--- src/rtl/gpio_pkg.sv ---
package gpio_pkg;

  localparam int unsigned OFS_DATA  = 'h00;
  localparam int unsigned OFS_DIR   = 'h04;
  localparam int unsigned OFS_LEVEL = 'h08;
  localparam int unsigned OFS_TRG0  = 'h0C;
  localparam int unsigned OFS_TRG1  = 'h10;
  localparam int unsigned OFS_ENA   = 'h14;
  localparam int unsigned OFS_PEND  = 'h18;
  localparam int unsigned OFS_ANY   = 'h1C;

  typedef enum logic [1:0] {
    TRIG_LOW  = 2'd0,
    TRIG_HIGH = 2'd1,
    TRIG_RISE = 2'd2,
    TRIG_FALL = 2'd3
  } trig_e;

  typedef struct packed {
    logic data;
    logic dir;
    logic level;
    logic trg0;
    logic trg1;
    logic ena;
    logic pend;
    logic any;
  } reg_sel_t;

endpackage

--- src/rtl/gpio_sync.sv ---
module gpio_sync #(
  parameter int unsigned W = 32
) (
  input  logic         clk,
  input  logic         rst_n,
  input  logic [W-1:0] d,
  output logic [W-1:0] q
);
  logic [W-1:0] meta_q;
  logic [W-1:0] sync_q;

  always_ff @(posedge clk or negedge rst_n) begin
    if (!rst_n) begin
      meta_q <= '0;
      sync_q <= '0;
    end else begin
      meta_q <= d;
      sync_q <= meta_q;
    end
  end

  assign q = sync_q;
endmodule

--- src/rtl/gpio_addr_dec.sv ---
module gpio_addr_dec
  import gpio_pkg::*;
#(
  parameter int unsigned ADDR_W = 6
) (
  input  logic [ADDR_W-1:0] addr,
  output reg_sel_t          sel
);
  always_comb begin
    sel       = '0;
    sel.data  = (addr == ADDR_W'(OFS_DATA));
    sel.dir   = (addr == ADDR_W'(OFS_DIR));
    sel.level = (addr == ADDR_W'(OFS_LEVEL));
    sel.trg0  = (addr == ADDR_W'(OFS_TRG0));
    sel.trg1  = (addr == ADDR_W'(OFS_TRG1));
    sel.ena   = (addr == ADDR_W'(OFS_ENA));
    sel.pend  = (addr == ADDR_W'(OFS_PEND));
    sel.any   = (addr == ADDR_W'(OFS_ANY));
  end
endmodule

--- src/rtl/gpio_ctl_regs.sv ---
module gpio_ctl_regs
  import gpio_pkg::*;
#(
  parameter int unsigned NPINS  = 32,
  parameter int unsigned WORD_W = 32
) (
  input  logic              clk,
  input  logic              rst_n,
  input  logic              wr_en,
  input  reg_sel_t          sel,
  input  logic [WORD_W-1:0] wdata,
  output logic [NPINS-1:0]  data_q,
  output logic [NPINS-1:0]  dir_q,
  output logic [NPINS-1:0]  ena_q,
  output logic [NPINS-1:0]  any_q,
  output logic [WORD_W-1:0] trg0_q,
  output logic [WORD_W-1:0] trg1_q
);
  logic [NPINS-1:0]  data_d, dir_d, ena_d, any_d;
  logic [WORD_W-1:0] trg0_d, trg1_d;

  always_comb begin
    data_d = data_q;
    dir_d  = dir_q;
    ena_d  = ena_q;
    any_d  = any_q;
    trg0_d = trg0_q;
    trg1_d = trg1_q;
    if (wr_en) begin
      if (sel.data) data_d = wdata[NPINS-1:0];
      if (sel.dir)  dir_d  = wdata[NPINS-1:0];
      if (sel.ena)  ena_d  = wdata[NPINS-1:0];
      if (sel.any)  any_d  = wdata[NPINS-1:0];
      if (sel.trg0) trg0_d = wdata;
      if (sel.trg1) trg1_d = wdata;
    end
  end

  always_ff @(posedge clk or negedge rst_n) begin
    if (!rst_n) begin
      data_q <= '0;
      dir_q  <= '0;
      ena_q  <= '0;
      any_q  <= '0;
      trg0_q <= '0;
      trg1_q <= '0;
    end else if (wr_en) begin
      data_q <= data_d;
      dir_q  <= dir_d;
      ena_q  <= ena_d;
      any_q  <= any_d;
      trg0_q <= trg0_d;
      trg1_q <= trg1_d;
    end
  end
endmodule

--- src/rtl/gpio_pin_irq.sv ---
module gpio_pin_irq
  import gpio_pkg::*;
(
  input  logic       clk,
  input  logic       rst_n,
  input  logic       lvl,
  input  logic [1:0] trig,
  input  logic       any_edge,
  input  logic       clr,
  output logic       pend
);
  logic prev_q;
  logic pend_q, pend_d;
  logic rise, fall, hit;

  always_comb begin
    rise = lvl & ~prev_q;
    fall = ~lvl & prev_q;
    if (any_edge) begin
      hit = rise | fall;
    end else begin
      unique case (trig_e'(trig))
        TRIG_LOW:  hit = ~lvl;
        TRIG_HIGH: hit = lvl;
        TRIG_RISE: hit = rise;
        TRIG_FALL: hit = fall;
        default:   hit = 1'b0;
      endcase
    end
    // a fresh event outranks a clear in the same cycle
    pend_d = hit | (pend_q & ~clr);
  end

  always_ff @(posedge clk or negedge rst_n) begin
    if (!rst_n) begin
      prev_q <= 1'b0;
      pend_q <= 1'b0;
    end else begin
      prev_q <= lvl;
      pend_q <= pend_d;
    end
  end

  assign pend = pend_q;
endmodule

--- src/rtl/gpio_irq_ctrl.sv ---
module gpio_irq_ctrl
  import gpio_pkg::*;
#(
  parameter int unsigned NPINS  = 32,
  parameter int unsigned ADDR_W = 6
) (
  input  logic              clk,
  input  logic              rst_n,
  input  logic              wr_en,
  input  logic              rd_en,
  input  logic [ADDR_W-1:0] addr,
  input  logic [31:0]       wdata,
  output logic [31:0]       rdata,
  input  logic [NPINS-1:0]  pad_in,
  output logic [NPINS-1:0]  pad_out,
  output logic [NPINS-1:0]  pad_oe,
  output logic              irq_lo,
  output logic              irq_hi
);
  localparam int unsigned WORD_W = 32;
  localparam int unsigned HALF   = NPINS / 2;
  localparam int unsigned TW     = 2;

  reg_sel_t          sel;
  logic [NPINS-1:0]  sync_q;
  logic [NPINS-1:0]  data_q, dir_q, ena_q, any_q;
  logic [WORD_W-1:0] trg0_q, trg1_q;
  logic [NPINS-1:0]  stat_q;
  logic [NPINS-1:0]  clr_vec;
  logic [NPINS-1:0]  live;
  logic              stat_wr;
  logic [WORD_W-1:0] rd_d, rdata_q;

  gpio_sync #(.W(NPINS)) u_sync (
    .clk   (clk),
    .rst_n (rst_n),
    .d     (pad_in),
    .q     (sync_q)
  );

  gpio_addr_dec #(.ADDR_W(ADDR_W)) u_dec (
    .addr (addr),
    .sel  (sel)
  );

  gpio_ctl_regs #(.NPINS(NPINS), .WORD_W(WORD_W)) u_regs (
    .clk    (clk),
    .rst_n  (rst_n),
    .wr_en  (wr_en),
    .sel    (sel),
    .wdata  (wdata),
    .data_q (data_q),
    .dir_q  (dir_q),
    .ena_q  (ena_q),
    .any_q  (any_q),
    .trg0_q (trg0_q),
    .trg1_q (trg1_q)
  );

  assign stat_wr = wr_en & sel.pend;
  assign clr_vec = stat_wr ? wdata[NPINS-1:0] : '0;

  for (genvar n = 0; n < NPINS; n++) begin : g_pin
    logic [TW-1:0] trig_n;
    if (n < HALF) begin : g_lo
      assign trig_n = trg0_q[TW*n +: TW];
    end else begin : g_hi
      assign trig_n = trg1_q[TW*(n-HALF) +: TW];
    end
    gpio_pin_irq u_cell (
      .clk      (clk),
      .rst_n    (rst_n),
      .lvl      (sync_q[n]),
      .trig     (trig_n),
      .any_edge (any_q[n]),
      .clr      (clr_vec[n]),
      .pend     (stat_q[n])
    );
  end

  assign live   = stat_q & ena_q;
  assign irq_lo = |live[HALF-1:0];
  assign irq_hi = |live[NPINS-1:HALF];

  assign pad_out = data_q;
  assign pad_oe  = dir_q;

  always_comb begin
    rd_d = '0;
    unique case (1'b1)
      sel.data:  rd_d[NPINS-1:0] = (dir_q & data_q) | (~dir_q & sync_q);
      sel.dir:   rd_d[NPINS-1:0] = dir_q;
      sel.level: rd_d[NPINS-1:0] = sync_q;
      sel.trg0:  rd_d            = trg0_q;
      sel.trg1:  rd_d            = trg1_q;
      sel.ena:   rd_d[NPINS-1:0] = ena_q;
      sel.pend:  rd_d[NPINS-1:0] = stat_q;
      sel.any:   rd_d[NPINS-1:0] = any_q;
      default:   rd_d            = '0;
    endcase
  end

  always_ff @(posedge clk or negedge rst_n) begin
    if (!rst_n) begin
      rdata_q <= '0;
    end else if (rd_en) begin
      rdata_q <= rd_d;
    end
  end

  assign rdata = rdata_q;
endmodule

--- config.mk ---
export PLATFORM = sky130hd
export DESIGN_NAME = gpio_irq_ctrl
export DESIGN_NICKNAME = d
export VERILOG_FILES = /design/src/rtl/gpio_pkg.sv /design/src/rtl/gpio_sync.sv /design/src/rtl/gpio_addr_dec.sv /design/src/rtl/gpio_ctl_regs.sv /design/src/rtl/gpio_pin_irq.sv /design/src/rtl/gpio_irq_ctrl.sv
export SDC_FILE = /design/constraint.sdc
export NUM_CORES = 1
export LEC_CHECK = 0
export ABC_AREA = 1
export BUFFER_PORTS_ARGS = -buffer_cell sky130_fd_sc_hd__buf_2
export CORE_UTILIZATION = 60
export CTS_CLUSTER_DIAMETER = 30
export CTS_CLUSTER_SIZE = 8
export DETAILED_ROUTE_END_ITERATION = 12
export PLACE_DENSITY = 0.8
export SLEW_MARGIN = 20
export SYNTH_ARGS = -nofsm -noshare
export SYNTH_HDL_FRONTEND = slang
export SYNTH_HIERARCHICAL = 1
export SYNTH_SLANG_ARGS = --single-unit
--- constraint.sdc ---
create_clock -name clk -period 2.68 [get_ports clk]
set_input_delay 0.268 -clock clk [delete_from_list [all_inputs] [get_ports clk]]
set_output_delay 0.268 -clock clk [all_outputs]
set_load 0.05 [all_outputs]
==> impl_metrics.py <==
metrics = {
    "routing": {
        "drt-total-wl_mm": 56.7,
        "first_iter_violations": 2092,
        "vias": 17900,
        "drtAntennaViolNets": 0,
        "routedWlPerCell_um": 17.2,
        "drt_drc_violations_left": 0,
        "drtPass1Iterations": 7,
        "vias_per_cell": 5.45,
    },
    "layout": {
        "antennaDiodeCount": 0,
        "layout-drive-gt1-share": 0.129,
        "layout.nets": 2966,
        "areaGrowthSynthToFinish_pct": 24.3,
        "fin_util": 0.757,
        "layout_commonest_cell": "nand2_1",
        "nFillCells": 2155,
        "final_cell_mix": "1199 x nand2_1, 425 x inv_1, 352 x dfrtp_1, 288 x nand3_1, 169 x buf_2",
    },
    "sta": {
        "rsz0062_at_grt": "no",
        "slew_headroom": 0.428,
        "fmax_ghz": 0.464,
        "finalCritPeriodShare": 0.804,
        "final-setup-viol-count": 0,
        "finalMaxSlewViolations": 0,
        "tightest_slew_ns": 0.856,
        "fin_crit_ns": 2.15,
        "fin_skew_ns": 0.0261,
        "finalSetupTns_ns": 0,
        "hold_viol": 0,
    },
    "clocking": {
        "cts_made_buffers": 80,
        "cts_tree": "done",
        "cts.path.max_buffers": 3,
        "clock_latency_ns": 0.59,
        "htree_num_levels": 3,
        "clock_sinks": 352,
        "ctsResizeCount": 0,
        "cts_hold_buffers": 34,
        "root_buffer": "clkbuf_16",
        "postCtsSetupBuffers": 0,
        "clk_pin_slew_ns": 0.05,
    },
    "worst_setup_path": {
        "crit_arrival_ns": 1.89,
        "critPathCaptureType": "output pin",
        "crit_path_max_fanout": 3,
        "critical_path_required_ns": 2.41,
        "cpPeakStageDelay_ns": 0.41,
        "cp_cell_sequence": "nand2_1, nand4_1, nor2_1, nand2_1, buf_2",
        "cpMostUsedCell": "nand2_1",
        "worst-setup-path-type": "reg -> out",
        "cp-start-kind": "register",
        "critPathBufInv": 1,
        "cp_top_family": "simple AND/OR/NAND/NOR gates",
        "slowest_stage": "dfrtp_1",
    },
    "die": {
        "die_w_um": 178,
        "die_area_sq_um": 31700,
        "fp.coreArea_sq_um": 30500,
        "io_pins": 172,
        "fp.dieH_um": 178,
        "start_util": 0.609,
        "row_count": 64,
    },
    "placed_design": {
        "port_buffers": 171,
        "dpl.hpwl_mm": 34.2,
        "gp_congestion": 0.893,
    },
    "synth": {
        "synth.avg_cell_area_sq_um": 7.13,
        "ys_warn_count": 6,
        "synth_area_sq_um": 18600,
        "synthCells": 2608,
        "ys_ff_latch": 352,
        "seq_area_frac_synth": 0.474,
        "ys_types": 17,
        "synth_fp_nets": 2746,
    },
    "global_routing": {
        "track_usage": 0.362,
        "overflow": 0,
        "grt_pass1_wl_mm": 88.7,
        "grt_max_degree": 118,
        "grt_pass1_vias": 17600,
        "antenna_found_initial": 1,
    },
    "run_status": {
        "status": "finished, final reports clean",
    },
    "hold_path": {
        "min_path_type": "in -> reg",
    },
    "job": {
        "cap_violations": 0,
    },
    "power": {
        "powerDensity_nw_per_um2": 842,
        "peakVddDrop_mv": 0.599,
        "p_leak_nw": 13.7,
    },
}
[Yosys cell counts]
| master | instances | area [sq um] |
|---|---|---|
| nand2_1 | 1199 | 4500 |
| inv_2 | 19 | 71.3 |
| buf_4 | 24 | 180 |
| o22ai_1 | 32 | 200 |
| buf_2 | 36 | 180 |
| buf_1 | 2 | 7.51 |
| buf_6 | 19 | 214 |
| nand3_1 | 288 | 1440 |
| inv_1 | 425 | 1600 |
| ha_1 | 64 | 801 |
| clkbuf_1 | 18 | 67.6 |
| nor2_1 | 111 | 417 |
| clkinv_1 | 9 | 33.8 |
| nor2_2 | 1 | 6.26 |
| dfrtp_1 | 352 | 8810 |
| nand4_1 | 8 | 50.1 |
| or2_4 | 1 | 8.76 |
[flip-flops by register name (all words and copies together) (netlist names)]
signal	count
u_regs/dir_q	32
g_pin.u_cell/pend	32
u_regs/any_q	32
u_regs/data_q	32
u_sync/q	32
u_regs/trg1_q	32
u_sync/meta_q	32
rdata	32
g_pin.u_cell/prev_q	32
u_regs/ena_q	32
u_regs/trg0_q	32
[tightest hold or removal path: stages]
cell and delay (ns):
buf_2 0.15, nand3_1 0.09, nand2_1 0.05
[path summary, 6_finish.rpt]
kind / start / to / slack (ns) / cells past startpoint
setup reg to reg: u_sync/q[15] / g_pin[15].u_cell/pend / 1.20 / 5
hold reg to reg: u_sync/meta_q[28] / u_sync/q[28] / 0.34 / 0
setup / recovery: g_pin[12].u_cell/pend / irq_lo / 0.53 / 5
min in group asynchronous: rst_n / u_sync/meta_q[12] / 0.25 / 2
hold / removal: wdata[27] / u_regs/ena_q[27] / 0.02 / 3
max in group asynchronous: rst_n / u_regs/data_q[19] / 1.62 / 3
[layout make-up]
type,count,area [sq um],share of cell area
timing repair buffer,237,1590,0.0689
tap,396,495,0.0215
sequential,352,8810,0.381
multi-input combinational,1704,7470,0.324
clock buffer,106,2330,0.101
inverter,453,1700,0.0736
clock inverter,39,691,0.0299
[metrics by stage]
| stage | instance area (sq um) | power, mW | cells | hold slack, ns | setup WS (ns) |
|---|---|---|---|---|---|
| final | 23100 | 19.4 | 3287 | 0.0177 | 0.526 |
| after global routing | 23100 | 20.0 | 3287 | 0.0205 | 0.462 |
| after CTS | 23100 | 19.4 | 3287 | 0.00192 | 0.503 |
| after detailed placement | 19700 | 8.54 | 3108 | 0.258 | 0.642 |
| after global placement | 19700 | 8.42 | 3108 | 0.265 | 0.697 |
| after floorplan | 18600 | 7.72 | 2608 | -0.0276 | 1.12 |
[kinds of logic (layout without fill, tap and decap cells)]
logic type      after synthesis  after routing  share of synthesized area
fa+ha+maj                    64             64                     0.0431
buf+inv                     552            835                      0.126
compound gates               32             32                     0.0108
flops                       352            352                      0.474
simple gates               1608           1608                      0.346
[layer usage]
layer / wire, um / track usage
met5: 0 / 0
met4: 2070 / 0.169
met3: 5600 / 0.0676
met2: 27100 / 0.597
met1: 21900 / 0.460
[where the power goes]
part           switching, mW  internal [mW]  leakage (nW)
Combinational           1.60          0.643          7.80
Sequential             0.555           5.80          4.41
Clock                   3.13           7.70          1.48
Total                   5.28           14.2          13.7
Note: power is estimated with default switching activity, not from simulation.
